--- config.mk ---
export PLATFORM = sky130hd
export DESIGN_NAME = tx_match_filter
export DESIGN_NICKNAME = d
export VERILOG_FILES = /design/src/rtl/tmf_pkg.sv /design/src/rtl/tmf_cfg_regs.sv /design/src/rtl/tmf_classify.sv /design/src/rtl/tmf_out_stage.sv /design/src/rtl/tx_match_filter.sv
export SDC_FILE = /design/constraint.sdc
export NUM_CORES = 1
export LEC_CHECK = 0
export BUFFER_PORTS_ARGS = -buffer_cell sky130_fd_sc_hd__buf_2
export CAP_MARGIN = 20
export CORE_ASPECT_RATIO = 1.1
export CORE_MARGIN = 2
export CORE_UTILIZATION = 45
export CTS_CLUSTER_SIZE = 28
export DETAILED_ROUTE_END_ITERATION = 7
export PLACE_DENSITY_LB_ADDON = 0.1
export SLEW_MARGIN = 20
export SYNTH_ARGS = -nofsm -noshare
export SYNTH_HDL_FRONTEND = slang
export SYNTH_SLANG_ARGS = --single-unit
--- constraint.sdc ---
create_clock -name clk -period 2.35 [get_ports clk]
set_input_delay 0.3525 -clock clk [delete_from_list [all_inputs] [get_ports clk]]
set_output_delay 0.3525 -clock clk [all_outputs]
set_load 0.02 [all_outputs]
--- src/rtl/tmf_pkg.sv ---
package tmf_pkg;

    localparam int BYTE_W    = 8;
    localparam int CFG_AW    = 3;

    // configuration register addresses
    localparam logic [CFG_AW-1:0] ADR_CTRL  = 3'd0;
    localparam logic [CFG_AW-1:0] ADR_MATA  = 3'd1;
    localparam logic [CFG_AW-1:0] ADR_MATB  = 3'd2;
    localparam logic [CFG_AW-1:0] ADR_PAIR0 = 3'd3;
    localparam logic [CFG_AW-1:0] ADR_PAIR1 = 3'd4;
    localparam logic [CFG_AW-1:0] ADR_SUBB  = 3'd5;

    // control word bit positions
    localparam int CB_EN_A  = 0;
    localparam int CB_EN_B  = 1;
    localparam int CB_DEL_A = 2;
    localparam int CB_DEL_B = 3;
    localparam int CB_PAIR  = 4;
    localparam int CTRL_W   = 5;

    typedef logic [BYTE_W-1:0] byte_t;

    typedef struct packed {
        logic  en_a;
        logic  en_b;
        logic  del_a;
        logic  del_b;
        logic  pair_a;
        byte_t mat_a;
        byte_t mat_b;
        byte_t pair0;
        byte_t pair1;
        byte_t sub_b;
    } flt_cfg_t;

    typedef enum logic [1:0] {
        ACT_PASS = 2'd0,
        ACT_DROP = 2'd1,
        ACT_SUB  = 2'd2,
        ACT_PAIR = 2'd3
    } flt_act_t;

    // match A is consulted first; deletion outranks expansion
    function automatic flt_act_t pick_action(input byte_t b, input flt_cfg_t c);
        flt_act_t a;
        if (c.en_a && (b == c.mat_a)) begin
            if (c.del_a)       a = ACT_DROP;
            else if (c.pair_a) a = ACT_PAIR;
            else               a = ACT_PASS;
        end else if (c.en_b && (b == c.mat_b)) begin
            if (c.del_b) a = ACT_DROP;
            else         a = ACT_SUB;
        end else begin
            a = ACT_PASS;
        end
        return a;
    endfunction

endpackage

--- src/rtl/tmf_cfg_regs.sv ---
module tmf_cfg_regs
    import tmf_pkg::*;
(
    input  logic              clk,
    input  logic              rst,
    input  logic              we,
    input  logic [CFG_AW-1:0] addr,
    input  byte_t             wdata,
    output flt_cfg_t          cfg
);

    logic [CTRL_W-1:0] ctrl_q;
    byte_t             mat_a_q, mat_b_q, pair0_q, pair1_q, sub_b_q;

    always_ff @(posedge clk) begin
        if (rst) begin
            ctrl_q  <= '0;
            mat_a_q <= '0;
            mat_b_q <= '0;
            pair0_q <= '0;
            pair1_q <= '0;
            sub_b_q <= '0;
        end else if (we) begin
            unique case (addr)
                ADR_CTRL:  ctrl_q  <= wdata[CTRL_W-1:0];
                ADR_MATA:  mat_a_q <= wdata;
                ADR_MATB:  mat_b_q <= wdata;
                ADR_PAIR0: pair0_q <= wdata;
                ADR_PAIR1: pair1_q <= wdata;
                ADR_SUBB:  sub_b_q <= wdata;
                default: ;
            endcase
        end
    end

    always_comb begin
        cfg.en_a   = ctrl_q[CB_EN_A];
        cfg.en_b   = ctrl_q[CB_EN_B];
        cfg.del_a  = ctrl_q[CB_DEL_A];
        cfg.del_b  = ctrl_q[CB_DEL_B];
        cfg.pair_a = ctrl_q[CB_PAIR];
        cfg.mat_a  = mat_a_q;
        cfg.mat_b  = mat_b_q;
        cfg.pair0  = pair0_q;
        cfg.pair1  = pair1_q;
        cfg.sub_b  = sub_b_q;
    end

endmodule

--- src/rtl/tmf_classify.sv ---
module tmf_classify
    import tmf_pkg::*;
(
    input  byte_t    in_byte,
    input  flt_cfg_t cfg,
    output flt_act_t act,
    output byte_t    first_byte,
    output byte_t    second_byte
);

    always_comb begin
        act         = pick_action(in_byte, cfg);
        second_byte = cfg.pair1;
        unique case (act)
            ACT_SUB:  first_byte = cfg.sub_b;
            ACT_PAIR: first_byte = cfg.pair0;
            default:  first_byte = in_byte;
        endcase
    end

endmodule

--- src/rtl/tmf_out_stage.sv ---
module tmf_out_stage
    import tmf_pkg::*;
(
    input  logic     clk,
    input  logic     rst,
    input  logic     in_valid,
    input  flt_act_t act,
    input  byte_t    first_byte,
    input  byte_t    second_byte,
    output logic     in_ready,
    output logic     out_valid,
    output byte_t    out_data,
    input  logic     out_ready
);

    logic  pend_q;
    byte_t sec_q;
    logic  slot_free, take, consume;

    assign consume   = out_valid && out_ready;
    assign slot_free = !out_valid || out_ready;
    assign in_ready  = !pend_q && slot_free;
    assign take      = in_valid && in_ready;

    always_ff @(posedge clk) begin
        if (rst) begin
            out_valid <= 1'b0;
            out_data  <= '0;
            pend_q    <= 1'b0;
            sec_q     <= '0;
        end else if (pend_q && out_ready) begin
            out_data <= sec_q;
            pend_q   <= 1'b0;
        end else if (take) begin
            unique case (act)
                ACT_DROP: out_valid <= 1'b0;
                ACT_PAIR: begin
                    out_valid <= 1'b1;
                    out_data  <= first_byte;
                    sec_q     <= second_byte;
                    pend_q    <= 1'b1;
                end
                default: begin
                    out_valid <= 1'b1;
                    out_data  <= first_byte;
                end
            endcase
        end else if (consume) begin
            out_valid <= 1'b0;
        end
    end

    AST_STALL_DURING_PAIR: assert property (@(posedge clk) disable iff (rst)
        pend_q |-> !in_ready) else $error("stall");
    AST_SECOND_PRESENTED: assert property (@(posedge clk) disable iff (rst)
        $fell(pend_q) |-> out_valid) else $error("second");
    AST_PAIR_BYTE_FROZEN: assert property (@(posedge clk) disable iff (rst)
        (pend_q && $past(pend_q)) |-> $stable(sec_q)) else $error("frozen");
    AST_HOLD_UNDER_BACKPRESSURE: assert property (@(posedge clk) disable iff (rst)
        (out_valid && !out_ready) |=> (out_valid && $stable(out_data))) else $error("hold");
    AST_DROP_NO_OUTPUT: assert property (@(posedge clk) disable iff (rst)
        (take && act == ACT_DROP) |=> !out_valid) else $error("drop");

endmodule

--- src/rtl/tx_match_filter.sv ---
module tx_match_filter
    import tmf_pkg::*;
(
    input  logic              clk,
    input  logic              rst,
    input  logic              cfg_we,
    input  logic [CFG_AW-1:0] cfg_addr,
    input  logic [BYTE_W-1:0] cfg_wdata,
    input  logic              in_valid,
    input  logic [BYTE_W-1:0] in_data,
    output logic              in_ready,
    output logic              out_valid,
    output logic [BYTE_W-1:0] out_data,
    input  logic              out_ready
);

    flt_cfg_t cfg;
    flt_act_t act;
    byte_t    first_byte, second_byte;

    tmf_cfg_regs u_regs (
        .clk   (clk),
        .rst   (rst),
        .we    (cfg_we),
        .addr  (cfg_addr),
        .wdata (cfg_wdata),
        .cfg   (cfg)
    );

    tmf_classify u_cls (
        .in_byte     (in_data),
        .cfg         (cfg),
        .act         (act),
        .first_byte  (first_byte),
        .second_byte (second_byte)
    );

    tmf_out_stage u_out (
        .clk         (clk),
        .rst         (rst),
        .in_valid    (in_valid),
        .act         (act),
        .first_byte  (first_byte),
        .second_byte (second_byte),
        .in_ready    (in_ready),
        .out_valid   (out_valid),
        .out_data    (out_data),
        .out_ready   (out_ready)
    );

    AST_DISABLED_PASSES: assert property (@(posedge clk) disable iff (rst)
        (in_valid && in_ready && !cfg.en_a && !cfg.en_b)
        |=> (out_valid && out_data == $past(in_data))) else $error("pass");

endmodule

; ---- Word-level counts from Yosys, hierarchy flattened
; Index checks and enable logic that the tools add are counted.
[totals]
word_cells = 57
out_inout_bits = 10
register_bits = 63
[classes]
n_eq_ne = 11
n_reduce_logical = 23
mux = 12
bitwise_logic = 1
[ops]
columns = operator, n
row1 = 8-bit two-way mux, 3
row2 = 2-bit AND reduction, 9
row3 = 8-bit == test, 2
row4 = 8-bit case mux with 2 select lines, 1
row5 = 2-bit two-way mux, 5
row6 = 3-bit by 2-bit == test with 1-bit output (second input constant), 2
row7 = 3-bit == test (second input constant), 2
row8 = 1-bit logical AND, 6
row9 = 2-bit == test (second input constant), 2
row10 = 2-bit nonzero test, 2
row11 = 3-bit by 1-bit == test with 1-bit output (second input constant), 1
row12 = 3-bit zero test, 1
row13 = 1-bit two-way mux, 3
row14 = 3-bit AND reduction, 1
row15 = 2-bit by 1-bit == test with 1-bit output (second input constant), 1
row16 = 1-bit zero test, 2
row17 = 2-bit by 1-bit != test with 1-bit output (second input constant), 1
row18 = 2-bit OR reduction, 1
row19 = 1-bit logical OR, 1
row20 = 1-bit NOT, 1

; ---- Logic depth before layout (Yosys ltp)
[depth]
ltp_word = 9
mapped_depth = 8

; ---- Modules after synthesis
; From an unflattened synthesis, not the netlist that was laid out.
[hier_totals]
hier_cells = 317
area_unflattened_um2 = 3231.8
[by_module_without_submodules]
columns = mod, area_each_um2, n_inst, cells_per_inst
row1 = tmf_cfg_regs, 1809.2, 1, 161
row2 = tmf_out_stage, 813.3, 1, 86
row3 = tmf_classify, 609.3, 1, 70

; ---- Worst setup path before layout
; Ideal clock, no wire load.
[synth_timing]
path_kind = input port to flip-flop
from = input in_data[1]
to = register u_out.out_data[0]
path_buffers = 0
slack_ps = 532
path_stages = 6
t_required_ps = 2231
arrival_ps = 1699
setup_ps = 119
cell_sequence = xnor2_1 nand3_1 or3_1 or2_0 a32o_2 o221a_1
[synth_via]
elab_chain_cells = 9
[synth_rtl]
columns = element, line_no
row1 = start: declaration, tx_match_filter.sv:10  ; input logic [BYTE_W-1:0] in_data,
row2 = 8-bit == test, tmf_pkg.sv:51  ; end else if (c.en_b && (b == c.mat_b)) begin
row3 = 1-bit logical AND, tmf_pkg.sv:51
row4 = 2-bit two-way mux, tmf_pkg.sv:51
row5 = 2-bit two-way mux *, tmf_pkg.sv:47  ; if (c.en_a && (b == c.mat_a)) begin
row6 = 2-bit == test, tmf_classify.sv:14  ; unique case (act)
row7 = 8-bit case mux with 2 select lines, tmf_classify.sv:14
row8 = 8-bit two-way mux, tmf_out_stage.sv:35  ; unique case (act)
row9 = 8-bit two-way mux, tmf_out_stage.sv:34  ; end else if (take) begin
row10 = 8-bit two-way mux, tmf_out_stage.sv:31  ; end else if (pend_q && out_ready) begin
row11 = end signal: assignment, tmf_out_stage.sv:32  ; out_data <= sec_q;
row12 = end signal: assignment, tmf_out_stage.sv:39  ; out_data <= first_byte;
row13 = end signal: assignment, tmf_out_stage.sv:45  ; out_data <= first_byte;
row14 = end: declaration, tmf_out_stage.sv:12  ; output byte_t out_data,
; Mark *: on every way between the ends. The rest lies on a longest branch, timed or not. The select of a mux whose other input is x is not followed.
; A chain may end at the register's enable or synchronous reset.

; ---- Worst setup path in the final report
[layout_timing]
from = register u_regs.mat_a_q[1]
to = register u_out.out_data[7]
[layout_via]
elab_chain_cells = 8
[layout_rtl]
columns = element, line_no
row1 = start: declaration, tmf_cfg_regs.sv:13  ; byte_t mat_a_q, mat_b_q, pair0_q, pair1_q, sub_b_q;
row2 = start signal: assignment, tmf_cfg_regs.sv:26  ; ADR_MATA: mat_a_q <= wdata;
row3 = 8-bit == test *, tmf_pkg.sv:47
row4 = 1-bit logical AND *, tmf_pkg.sv:47
row5 = 2-bit two-way mux *, tmf_pkg.sv:47
row6 = 2-bit == test, tmf_classify.sv:14
row7 = 8-bit case mux with 2 select lines, tmf_classify.sv:14
row8 = 8-bit two-way mux, tmf_out_stage.sv:35
row9 = 8-bit two-way mux, tmf_out_stage.sv:34
row10 = 8-bit two-way mux, tmf_out_stage.sv:31
; Marked as above.

==> summary by stage <==
Detailed routing
The length of the first detailed-routing pass in iterations is 4. After detailed routing, the average wire length per cell comes to 15.9 um. The vias per cell is 5.18. The number of vias in the routed layout is 2388. Wires add up to 7350 um. In this run, the number of DRC markers left after iteration 0 of detailed routing was 143. The number of DRC violations after detailed routing is 0. The count of nets left with antenna violations once routing finished came out at 0.

Clocking
The number of buffers added by the clock tree synthesis step is 9. The number of buffers inserted to repair setup after CTS is 0. Clock-pin slew was measured on the worst setup and hold paths at 0.07 ns. The buffer cell driving the clock tree root is sky130_fd_sc_hd__clkbuf_8.

The clock tree synthesis step divided the H-tree into 3 levels. The TritonCTS clock tree is yes. Counting along the longest clock path gives a buffer depth of 2. For this design, the CTS-stage hold fixing added 0 buffers. The clock drives 63 sinks. After clock tree synthesis, the repair step resized 0 gates. The clock latency of the later-clocked register in the worst-skew pair is 0.34 ns.

Finish
The layout overhead on the synthesized area is 17.8%. The number of antenna diodes in the final layout is 0. The number of non-filler instances in the completed layout is 461. The proportion of layout cells with a drive suffix above 1 is 16.5%. After the last flow step, the layout net total stands at 400. The final core utilization is 53.8%.

Floorplanning
The overall die width is 78.9 um. The number of placed I/O pins is 34. After floorplanning, the core was divided into 30 placement rows. The die covers 6820 um2. The initial utilization of the core area, before any placement, comes to 45.7%. The floorplan step defined a core boundary enclosing 6080 um2. The height of the die is 86.4 um.

Synthesis
The cell area that synthesis handed to floorplanning was 2780 um2. The number of flops mapped to enable cells by yosys is 0. In this run the mean area of a mapped cell was 8.13 um2.

The sequential-to-total area share from yosys stat is 45.4%. Yosys mapped the design onto 30 distinct sky130hd cell types. Summed over all instances, the cell type with the most area after synthesis is sky130_fd_sc_hd__dfxtp_1. The synthesized netlist devotes 0% of its cell area to adder and majority cells.

The synthesized netlist devotes 5.04% of its cell area to XOR and XNOR gates. The synthesized design devotes to its leading area cell type 45.4% of total area. Synthesis produced a netlist whose cell count is 342.

Among all flip-flop cells after synthesis, the most frequent one is sky130_fd_sc_hd__dfxtp_1. After synthesis the netlist holds a flip-flop and latch count of 63. By area the synthesized netlist is led by sky130_fd_sc_hd__dfxtp_1 (45%), sky130_fd_sc_hd__nand2_1 (9.7%), sky130_fd_sc_hd__a21oi_1 (7.6%).

After synthesis, the share of cell area in mux cells is 7.56%. sky130_fd_sc_hd__nand2_1 is the most common cell in the netlist. After synthesis, the largest family of logic cells by area is simple AND/OR/NAND/NOR gates. By count the netlist is led by sky130_fd_sc_hd__nand2_1 (72), sky130_fd_sc_hd__dfxtp_1 (63), sky130_fd_sc_hd__nor2_1 (48).

During synthesis, Yosys emitted a total of 0 warnings. The fraction of the mapped netlist area in compound gates is 16.3%. The number of nets in the synthesized netlist is 366. In the synthesized netlist the async set-or-reset flop fraction comes to 0%. After Yosys synthesis, and, or, nand and nor cells account for 21.5% of the synthesized area.

Worst setup path
Broken down by cell family, the worst path's largest delay share belongs to simple AND/OR/NAND/NOR gates. The data arrival at the endpoint of the critical path is 2.26 ns. The required time reported for the critical path endpoint is 2.58 ns. The kind of end point of the critical path is a register. Walking the worst path, the cells encountered are xnor2_1 > nand3_1 > or3_1 > or2_0 > a32o_2 > o221a_1.

The critical path launch point type is a register. In this design, the stage delay of the slowest critical-path cell is 0.44 ns. The critical path contains buffers and inverters numbering 0 combined.

The category of the critical setup timing path is reg2reg. The highest-delay cell along the critical path is sky130_fd_sc_hd__or3_1. The largest fanout on the critical path is 8.

Pwr
VDD sags by at most 0.000355 V. The reported leakage power is 1.18 nW. The power per standard cell area is 758 nW/um2.

Global routing
The total global routing overflow is 0. The first global-routing pass estimated 11800 um of wire. In the global route stage, overall resource usage came out at 23.2%.

The number of global-route vias before repair came to 2204. The number of antenna violations at the first check in global routing is 0. The pin count of the biggest net entering global routing is 28.

Timing
The worst pin sits at a relative slew slack of 59.4%. For the pin with the worst max-slew slack, the measured transition is 0.607 ns. The number of pins exceeding their max-slew limit in the final report is 0. The smallest clock period supported by the final layout is computed as 2.03 ns. Setup repair after global routing left no endpoint under its margin. Setup violations remaining at the end of the flow were counted as 0. The maximum clock skew at final layout is 0.00530 ns.

The count of endpoints failing hold in the final timing report was 0. The maximum achievable frequency is 0.492 GHz. In the finished design, the share of the clock period the worst path needs comes to 86.5%. The tightest hold path in the finished design has a slack of 0.248 ns. Adding up every negative setup slack in the final design gives 0 ns.

Place
The number of placed instances with taps included is 445. The final weighted congestion in routability-driven placement is 0.867. The HPWL after detailed placement is 5390 um. The count of buffers added on input and output ports is 33.

Hold path
The worst hold path belongs to the class in2reg.

Job
The max-cap violation count is 0.

Outcome
The flow ran to the end, and the final reports show no timing, DRC or antenna violations.
==> logic make-up after synthesis <==
family	after synthesis
AOI/OAI and AO/OA	70
buffers and inverters	29
DFF	63
muxes	21
and+or+nand+nor	143
xor gates and xnor gates	16
==> flip-flops by register name (all words and copies together) (netlist names) <==
name / cells
u_out.out_data: 8
u_out.out_valid: 1
u_out.pend_q: 1
u_out.sec_q: 8
u_regs.ctrl_q: 5
u_regs.mat_a_q: 8
u_regs.mat_b_q: 8
u_regs.pair0_q: 8
u_regs.pair1_q: 8
u_regs.sub_b_q: 8
==> path summary, 6_finish.rpt <==
check / startpoint / end / slack (ns) / cells past startpoint
worst min register to register: u_regs.sub_b_q[7] / u_regs.sub_b_q[7] / 0.46 / 2
worst min-delay path: out_ready / u_out.pend_q / 0.25 / 2
worst max register to register: u_regs.mat_a_q[1] / u_out.out_data[7] / 0.32 / 6
worst max-delay path: u_regs.mat_a_q[1] / u_out.out_data[7] / 0.32 / 6
==> report_power, final <==
part           total (mW)  switching (mW)  internal, mW
sequential           1.11          0.0188          1.10
combinational       0.207           0.129        0.0774
clock                1.16           0.430         0.730
total                2.48           0.578          1.90
==> stage by stage <==
step	instance area [um2]	power (mW)	setup slack, ns
floorplan	2780	1.26	0.532
global placement	3030	1.34	0.234
detailed placement	3030	1.34	0.164
CTS	3270	2.50	0.307
global route	3270	2.57	0.233
finish	3270	2.48	0.318
==> area by class of cell <==
type | count | area, um2
fill | 608 | 2810
multi-input combinational | 250 | 1400
sequential | 63 | 1260
timing repair buffer | 41 | 225
clock buffer | 10 | 138
clock inverter | 6 | 108
tap | 80 | 100
inverter | 11 | 41.3
==> per-layer routing <==
metal  vias up  routed length [um]  track usage, %
met5         -                   0               0
met3         7                 339            4.48
met2        55                3440            36.8
met1      1102                3470            31.5
li1       1224                   -               -
met4         0                  97            8.46
==> layout by cell type, fill, tap and decap left out, types with 5 or more instances in the layout <==
cell,netlist,final
sky130_fd_sc_hd__nor2_1,48,48
sky130_fd_sc_hd__buf_4,2,8
sky130_fd_sc_hd__mux2i_1,21,21
sky130_fd_sc_hd__o221a_1,8,8
sky130_fd_sc_hd__inv_1,11,11
sky130_fd_sc_hd__buf_2,1,33
sky130_fd_sc_hd__nand2_1,72,72
sky130_fd_sc_hd__dfxtp_1,63,63
sky130_fd_sc_hd__a21oi_1,42,42
sky130_fd_sc_hd__o211ai_1,16,16
sky130_fd_sc_hd__clkbuf_8,0,10
sky130_fd_sc_hd__xnor2_1,16,16
sky130_fd_sc_hd__nand3_1,5,5
Note: power is estimated with default switching activity, not from simulation.
